$ cat src/rtl/rvs_pkg.sv
package rvs_pkg;

   localparam logic [6:0] OPC_REG    = 7'b0110011;
   localparam logic [6:0] OPC_IMM    = 7'b0010011;
   localparam logic [6:0] OPC_LOAD   = 7'b0000011;
   localparam logic [6:0] OPC_STORE  = 7'b0100011;
   localparam logic [6:0] OPC_BRANCH = 7'b1100011;
   localparam logic [6:0] OPC_JAL    = 7'b1101111;
   localparam logic [6:0] OPC_JALR   = 7'b1100111;

   typedef enum logic [2:0] {
      IMMK_I, IMMK_S, IMMK_B, IMMK_J, IMMK_NONE
   } imm_kind_e;

   typedef enum logic [1:0] {
      WBK_SUM, WBK_LOAD, WBK_LINK
   } wb_kind_e;

   typedef enum logic [1:0] {
      NPK_SEQ, NPK_BRANCH, NPK_JAL, NPK_JALR
   } npc_kind_e;

   typedef struct packed {
      logic      reg_wr;
      logic      mem_wr;
      logic      use_imm;
      wb_kind_e  wb_kind;
      npc_kind_e npc_kind;
      imm_kind_e imm_kind;
   } ctrl_t;

endpackage

$ cat src/rtl/rvs_regfile.sv
module rvs_regfile #(
   parameter int XLEN = 32,
   parameter int NREG = 32,
   parameter int NRD  = 2,
   localparam int AW  = $clog2(NREG)
) (
   input  logic                      clk,
   input  logic                      rst,
   input  logic                      we,
   input  logic [AW-1:0]             waddr,
   input  logic [XLEN-1:0]           wdata,
   input  logic [NRD-1:0][AW-1:0]    raddr,
   output logic [NRD-1:0][XLEN-1:0]  rdata
);

   if (NREG < 2 || (1 << AW) != NREG) begin : g_bad_nreg
      $error("rvs_regfile: NREG must be a power of two, at least 2");
   end
   if (NRD < 1) begin : g_bad_nrd
      $error("rvs_regfile: at least one read port is needed");
   end

   logic [XLEN-1:0] cell_q [NREG];

   always_ff @(posedge clk) begin
      if (we && waddr != '0) begin
         cell_q[waddr] <= wdata;
      end
   end

   for (genvar p = 0; p < NRD; p++) begin : g_rport
      assign rdata[p] = (raddr[p] == '0) ? '0 : cell_q[raddr[p]];
   end

   // a committed write is returned by port 0 in the next cycle
   a_r2_write_visible: assert property (@(posedge clk) disable iff (rst)
      (we && waddr != '0) |=> ((raddr[0] == $past(waddr)) -> (rdata[0] == $past(wdata))));

   // a write aimed at x0 leaves x0 reading zero
   a_r8_x0_stays_zero: assert property (@(posedge clk) disable iff (rst)
      (we && waddr == '0) |=> ((raddr[0] == '0) -> (rdata[0] == '0)));

endmodule

$ cat src/rtl/rvs_immgen.sv
module rvs_immgen
   import rvs_pkg::*;
#(
   parameter int XLEN = 32
) (
   input  logic [31:0]     inst,
   input  imm_kind_e       kind,
   output logic [XLEN-1:0] imm
);

   if (XLEN < 32) begin : g_bad_xlen
      $error("rvs_immgen: XLEN below 32 cannot hold a jump offset");
   end

   localparam int EXT_I = XLEN - 12;
   localparam int EXT_B = XLEN - 13;
   localparam int EXT_J = XLEN - 21;

   logic sgn;
   assign sgn = inst[31];

   always_comb begin
      case (kind)
         IMMK_I:  imm = {{EXT_I{sgn}}, inst[31:20]};
         IMMK_S:  imm = {{EXT_I{sgn}}, inst[31:25], inst[11:7]};
         IMMK_B:  imm = {{EXT_B{sgn}}, inst[31], inst[7], inst[30:25], inst[11:8], 1'b0};
         IMMK_J:  imm = {{EXT_J{sgn}}, inst[31], inst[19:12], inst[20], inst[30:21], 1'b0};
         default: imm = '0;
      endcase
   end

endmodule

$ cat src/rtl/rvs_decoder.sv
module rvs_decoder
   import rvs_pkg::*;
(
   input  logic [31:0] inst,
   output ctrl_t       ctrl
);

   logic [6:0] opc;
   logic [2:0] f3;
   logic [6:0] f7;

   assign opc = inst[6:0];
   assign f3  = inst[14:12];
   assign f7  = inst[31:25];

   always_comb begin
      ctrl          = '0;
      ctrl.wb_kind  = WBK_SUM;
      ctrl.npc_kind = NPK_SEQ;
      ctrl.imm_kind = IMMK_NONE;
      case (opc)
         OPC_REG: if (f3 == 3'b000 && f7 == 7'b0) begin
            ctrl.reg_wr = 1'b1;
         end
         OPC_IMM: if (f3 == 3'b000) begin
            ctrl.reg_wr   = 1'b1;
            ctrl.use_imm  = 1'b1;
            ctrl.imm_kind = IMMK_I;
         end
         OPC_LOAD: if (f3 == 3'b010) begin
            ctrl.reg_wr   = 1'b1;
            ctrl.use_imm  = 1'b1;
            ctrl.wb_kind  = WBK_LOAD;
            ctrl.imm_kind = IMMK_I;
         end
         OPC_STORE: if (f3 == 3'b010) begin
            ctrl.mem_wr   = 1'b1;
            ctrl.use_imm  = 1'b1;
            ctrl.imm_kind = IMMK_S;
         end
         OPC_BRANCH: if (f3 == 3'b000) begin
            ctrl.npc_kind = NPK_BRANCH;
            ctrl.imm_kind = IMMK_B;
         end
         OPC_JAL: begin
            ctrl.reg_wr   = 1'b1;
            ctrl.wb_kind  = WBK_LINK;
            ctrl.npc_kind = NPK_JAL;
            ctrl.imm_kind = IMMK_J;
         end
         OPC_JALR: if (f3 == 3'b000) begin
            ctrl.reg_wr   = 1'b1;
            ctrl.use_imm  = 1'b1;
            ctrl.wb_kind  = WBK_LINK;
            ctrl.npc_kind = NPK_JALR;
            ctrl.imm_kind = IMMK_I;
         end
         default: ;
      endcase
   end

endmodule

$ cat src/rtl/rvs_alu.sv
module rvs_alu #(
   parameter int XLEN = 32
) (
   input  logic [XLEN-1:0] opa,
   input  logic [XLEN-1:0] opb,
   input  logic [XLEN-1:0] cmpx,
   input  logic [XLEN-1:0] cmpy,
   output logic [XLEN-1:0] sum,
   output logic            same
);

   assign sum  = opa + opb;
   assign same = (cmpx == cmpy);

endmodule

$ cat src/rtl/rvs_core.sv
module rvs_core
   import rvs_pkg::*;
#(
   parameter int               XLEN     = 32,
   parameter int               NREG     = 32,
   parameter logic [XLEN-1:0]  RESET_PC = '0
) (
   input  logic            clk,
   input  logic            rst,
   output logic [XLEN-1:0] imem_addr,
   input  logic [31:0]     imem_rdata,
   output logic [XLEN-1:0] dmem_addr,
   output logic [XLEN-1:0] dmem_wdata,
   output logic            dmem_we,
   input  logic [XLEN-1:0] dmem_rdata
);

   localparam int RAW = $clog2(NREG);
   localparam logic [XLEN-1:0] STEP = XLEN'(4);

   if (XLEN != 32) begin : g_bad_xlen
      $error("rvs_core: the instruction subset defines a 32-bit datapath");
   end
   if (NREG != 32) begin : g_bad_nreg
      $error("rvs_core: five-bit register fields need exactly 32 registers");
   end

   logic [XLEN-1:0] pc_q, pc_d;
   ctrl_t           ctrl;
   logic [XLEN-1:0] imm, rs1_v, rs2_v, alu_b, sum, wb_v;
   logic [XLEN-1:0] pc_seq, pc_rel;
   logic            same;
   logic            rf_we;
   logic [1:0][RAW-1:0]  rf_ra;
   logic [1:0][XLEN-1:0] rf_rd;

   always_ff @(posedge clk) begin
      if (rst) pc_q <= RESET_PC;
      else     pc_q <= pc_d;
   end

   assign imem_addr = pc_q;

   rvs_decoder u_dec (
      .inst (imem_rdata),
      .ctrl (ctrl)
   );

   rvs_immgen #(.XLEN(XLEN)) u_imm (
      .inst (imem_rdata),
      .kind (ctrl.imm_kind),
      .imm  (imm)
   );

   assign rf_ra[0] = imem_rdata[19:15];
   assign rf_ra[1] = imem_rdata[24:20];
   assign rf_we    = ctrl.reg_wr;

   rvs_regfile #(.XLEN(XLEN), .NREG(NREG), .NRD(2)) u_rf (
      .clk   (clk),
      .rst   (rst),
      .we    (rf_we),
      .waddr (imem_rdata[11:7]),
      .wdata (wb_v),
      .raddr (rf_ra),
      .rdata (rf_rd)
   );

   assign rs1_v = rf_rd[0];
   assign rs2_v = rf_rd[1];
   assign alu_b = ctrl.use_imm ? imm : rs2_v;

   rvs_alu #(.XLEN(XLEN)) u_alu (
      .opa  (rs1_v),
      .opb  (alu_b),
      .cmpx (rs1_v),
      .cmpy (rs2_v),
      .sum  (sum),
      .same (same)
   );

   assign pc_seq = pc_q + STEP;
   assign pc_rel = pc_q + imm;

   always_comb begin
      case (ctrl.wb_kind)
         WBK_LOAD: wb_v = dmem_rdata;
         WBK_LINK: wb_v = pc_seq;
         default:  wb_v = sum;
      endcase
   end

   always_comb begin
      case (ctrl.npc_kind)
         NPK_BRANCH: pc_d = same ? pc_rel : pc_seq;
         NPK_JAL:    pc_d = pc_rel;
         NPK_JALR:   pc_d = {sum[XLEN-1:1], 1'b0};
         default:    pc_d = pc_seq;
      endcase
   end

   assign dmem_addr  = sum;
   assign dmem_wdata = rs2_v;
   assign dmem_we    = ctrl.mem_wr;

   // reset loads the start address
   a_r1_reset_pc: assert property (@(posedge clk)
      rst |=> (imem_addr == RESET_PC));

   // a store never writes a register
   a_r4_store_no_regwrite: assert property (@(posedge clk) disable iff (rst)
      dmem_we |-> !rf_we);

   // sequential instructions advance by one word
   a_r9_seq_advance: assert property (@(posedge clk) disable iff (rst)
      (ctrl.npc_kind == NPK_SEQ) |=> (imem_addr == $past(imem_addr) + STEP));

   // an untaken branch falls through
   a_r5_branch_fallthrough: assert property (@(posedge clk) disable iff (rst)
      (ctrl.npc_kind == NPK_BRANCH && rs1_v != rs2_v) |=> (imem_addr == $past(imem_addr) + STEP));

   // the indirect jump target is always even
   a_r7_jalr_even: assert property (@(posedge clk) disable iff (rst)
      (ctrl.npc_kind == NPK_JALR) |=> (imem_addr[0] == 1'b0));

endmodule

$ cat config.mk
export PLATFORM = sky130hd
export DESIGN_NAME = rvs_core
export DESIGN_NICKNAME = d
export VERILOG_FILES = /design/src/rtl/rvs_pkg.sv /design/src/rtl/rvs_regfile.sv /design/src/rtl/rvs_immgen.sv /design/src/rtl/rvs_decoder.sv /design/src/rtl/rvs_alu.sv /design/src/rtl/rvs_core.sv
export SDC_FILE = /design/constraint.sdc
export NUM_CORES = 2
export LEC_CHECK = 0
export BUFFER_PORTS_ARGS = -buffer_cell sky130_fd_sc_hd__clkbuf_2
export CORE_MARGIN = 3
export CORE_UTILIZATION = 60
export DETAILED_ROUTE_END_ITERATION = 7
export GPL_TIMING_DRIVEN = 1
export PLACE_DENSITY_LB_ADDON = 0.3
export SLEW_MARGIN = 0
export SYNTH_ARGS = -nofsm -noshare
export SYNTH_HDL_FRONTEND = slang
export SYNTH_HIERARCHICAL = 1
export SYNTH_SLANG_ARGS = --single-unit
$ cat constraint.sdc
create_clock -name clk -period 8.66 [get_ports clk]
set_clock_uncertainty 0.2 [all_clocks]
set_input_delay 0.433 -clock clk [delete_from_list [all_inputs] [get_ports clk]]
set_output_delay 0.433 -clock clk [all_outputs]
set_load 0.005 [all_outputs]
==> qor.yml <==
status:
  status: "finished with violations"
  violations: "DRC, capacitance limit, slew limit"
pwr:
  p_switching_w: 0.00384
  powerDensity_mw_per_mm2: 225
  power_w: 0.0138
  p_seq_share_pct: 47.0
  power.share.clock_pct: 34.6
  p_leak_nw: 20.9
  p_int_w: 0.00992
  irDropWorstVdd_v: 0.000153
  p_comb_share_pct: 18.3
  switching_share_pct: 27.9
clock_network:
  post_cts_buffers: 0
  cts_hold_buf: 0
  cts.repair.resized: 0
  cts_tree: "built"
  htree_levels: 3
  clk_root_buffer_cell: "clkbuf_16"
  clockBufferDepth: 3
  clk_latency_ns: 0.71
  clk_pin_slew_worst_paths_ns: 0.06
  cts.sinks: 1056
  cts_made_buffers: 107
critical_path:
  rr_startpoint: "u_rf/cell_q[22][2]"
  path_cells: "buf_6 > buf_4 > nor2b_4 > buf_4 > a221oi_1 > o21ai_0 > a311oi_1 > ha_1 > a21o_1 > a31o_1 > nand3_1 > a21oi_1 > nand3_1 > a311oi_1 > xor2_1 > clkbuf_2"
  critPathCaptureType: "output pin"
  worst-path-buf-inv: 4
  worstPathRequired_ns: 8.03
  rrSetupSlack_ns: 3.03
  crit_type: "in -> out"
  crit_start: "imem_rdata[15]"
  slowest_delay_ns: 1.23
  cp_max_fo: 31
  cp_slowest_cell: "a311oi_1"
  crit_family: "compound AO/OA/AOI/OAI gates"
  critPathLaunchType: "input pin"
  worst_ep_arrival_time_ns: 6.15
timing:
  period_needed_ns: 6.78
  tightest_slew_ns: 1.53
  finalWorstSetupSlack_ns: 1.88
  setup_tns_ns: 0
  rsz0062_at_grt: "false"
  final_max_slew_viol_count: 3
  relSlewSlack_pct: -3.01
  max_freq_mhz: 147
  setup_violations: 0
  hold_viol_final: 0
  fin_crit_sh_pct: 78.3
global_routing:
  grt_antenna_before_repair: 4
  use_met2_pct: 56.1
  grt_util_all_layers_pct: 38.0
  grt_use_met1_pct: 50.6
  overflow: 0
  groute.layer.met3.usage_pct: 13.2
  busiest_layer: "met2"
  grt_pass1_wl_microns: 258000
  grt_max_degree: 89
  grt_pass1_vias: 36700
routing:
  drt_first_pass_iters: 8
  dr.first_iter.drc_count: 6811
  via_per_inst: 7.68
  drt_wl_total_microns: 183000
  routedWlPerCell_microns: 36.8
  drc: 13
  postRouteAntennaNets: 0
  vias: 38200
placement:
  place_area_sq_mm: 0.0576
  portBuffers: 162
  dp_hpwl_microns: 108000
  dp_slack_ns: 2.01
  gp_congestion: 0.983
finish:
  final_util_pct: 67.6
  nNetsFinal: 3837
  area_growth_pct: 11.0
  drive_gt1_share_pct: 26.1
  finalInstanceArea_sq_mm: 0.0612
synthesis:
  postSynthAreaPerCell_sq_um: 15.5
  synth-seq-cells: 1056
  ys_warn_count: 6
  syn-instance-count: 3551
  synth_edf_count: 1024
  syn_area_sq_mm: 0.0551
  ys_seq_area_share_pct: 56.9
  synth_cell_types: 95
  async_flop_share_pct: 0
  synth_flop_cell: "edfxtp_1"
floorplanning:
  die_h_microns: 309
  initial_utilization_pct: 60.9
  die_area_sq_mm: 0.0956
  die_w_microns: 309
  fp-row-count: 110
  coreArea_sq_mm: 0.0906
  io_pins: 163
worst_hold_path:
  min_path_type: "in -> reg"
  min_from: "rst"
job:
  drv_cap: 1
## cell type report
class	instances	area, sq um
clock buffers	119	2740
repair buffers	292	1930
diodes	1	2.50
multi-input cells	2220	22700
fillers	6003	29300
flip-flops and latches	1056	31400
inverters	27	103
well taps	1176	1470
clock inverters	78	846
## cells in the final DEF, fill, tap and decap left out, drive strengths merged, types with 16 or more instances in the layout
master	Yosys	routed
a211oi	72	72
a21o	28	28
a21oi	109	109
a221oi	59	59
a22oi	112	112
a311oi	35	35
buf	140	137
bufinv	0	16
clkbuf	139	274
clkinv	0	52
conb	1	32
dfxtp	32	32
edfxtp	1024	1024
ha	65	65
inv	27	31
mux2	99	99
mux2i	330	330
mux4	352	352
nand2	181	181
nand3	41	41
nand4	53	53
nor2	96	96
nor2b	48	48
nor4	16	16
o21ai	124	124
o221ai	66	66
xnor2	54	54
xor2	60	60
## routing by layer
layer  up-vias  routed length (microns)
li1      15000                        -
met1     18800                    61700
met2      3570                    79100
met3       720                    30500
met4         6                    11600
met5         -                      109
## synth_stat cells (5+ instances only)
cell type	instances	area, sq um
a31oi_1	7	43.8
and2_1	8	50.1
nand3b_1	9	67.6
o2111ai_1	9	78.8
a21oi_1	108	541
a221oi_2	19	285
a22oi_1	111	833
a311oi_1	34	298
a211oi_1	70	526
nand2_1	181	679
nor3b_1	5	37.5
mux2_2	99	1110
clkbuf_1	138	518
nand4_1	52	325
mux4_1	54	1420
or2_2	5	31.3
o21ai_1	14	70.1
buf_2	59	295
nand2b_1	15	93.8
edfxtp_1	1024	30700
buf_4	62	465
nor3_1	15	75.1
ha_1	65	813
xor2_1	59	517
o21a_1	9	67.6
nor2_1	95	357
a21o_1	28	210
o21bai_1	10	75.1
nor2b_1	48	300
o221ai_1	66	578
o22ai_1	10	62.6
nand3_1	41	205
buf_6	13	146
buf_1	6	22.5
o21ai_0	109	546
xnor2_1	53	464
dfxtp_1	32	641
a221oi_1	40	350
inv_1	26	97.6
mux4_2	298	6710
and3_1	14	87.6
a222oi_1	12	120
mux2i_1	330	3300
nor4_1	15	93.8
## registers in the layout, summed over array words and instances (netlist names)
name         cells
imem_addr       32
u_rf/cell_q   1024
## per-stage QoR
stage | hold slack [ns] | instances
after CTS | 0.126 | 4968
after global placement | 0.325 | 4771
final | 0.185 | 4969
after global routing | 0.184 | 4969
after detailed placement | 0.342 | 4771
after floorplan | 0.277 | 3582
## kinds of logic (layout without fill, tap and decap cells)
family,after synthesis,in the layout,synth area share (%)
other,1,33,0.00680
multiplexers,781,781,22.8
AND/OR/NAND/NOR,529,529,4.81
XOR/XNOR,114,114,1.84
flip-flops,1056,1056,56.9
AO/OA/AOI/OAI,697,697,9.29
adder cells (fa/ha/maj),67,67,1.55
buffers and inverters,306,516,2.82
## power groups by stage
stage               registers, W  logic (W)  clock network [W]
floorplan                0.00662    0.00138                  0
CTS                      0.00647    0.00243            0.00478
finish                   0.00647    0.00252            0.00477
global placement         0.00657    0.00237                  0
detailed placement       0.00657    0.00241                  0
global route             0.00648    0.00264            0.00499
## final timing paths
kind,end,depth (start not counted)
max,dmem_addr[18],16
min,imem_addr[6],2
max reg2reg,u_rf/cell_q[0][18],14
min reg2reg,imem_addr[0],2
No activity file was read; power rests on OpenSTA's default activity.
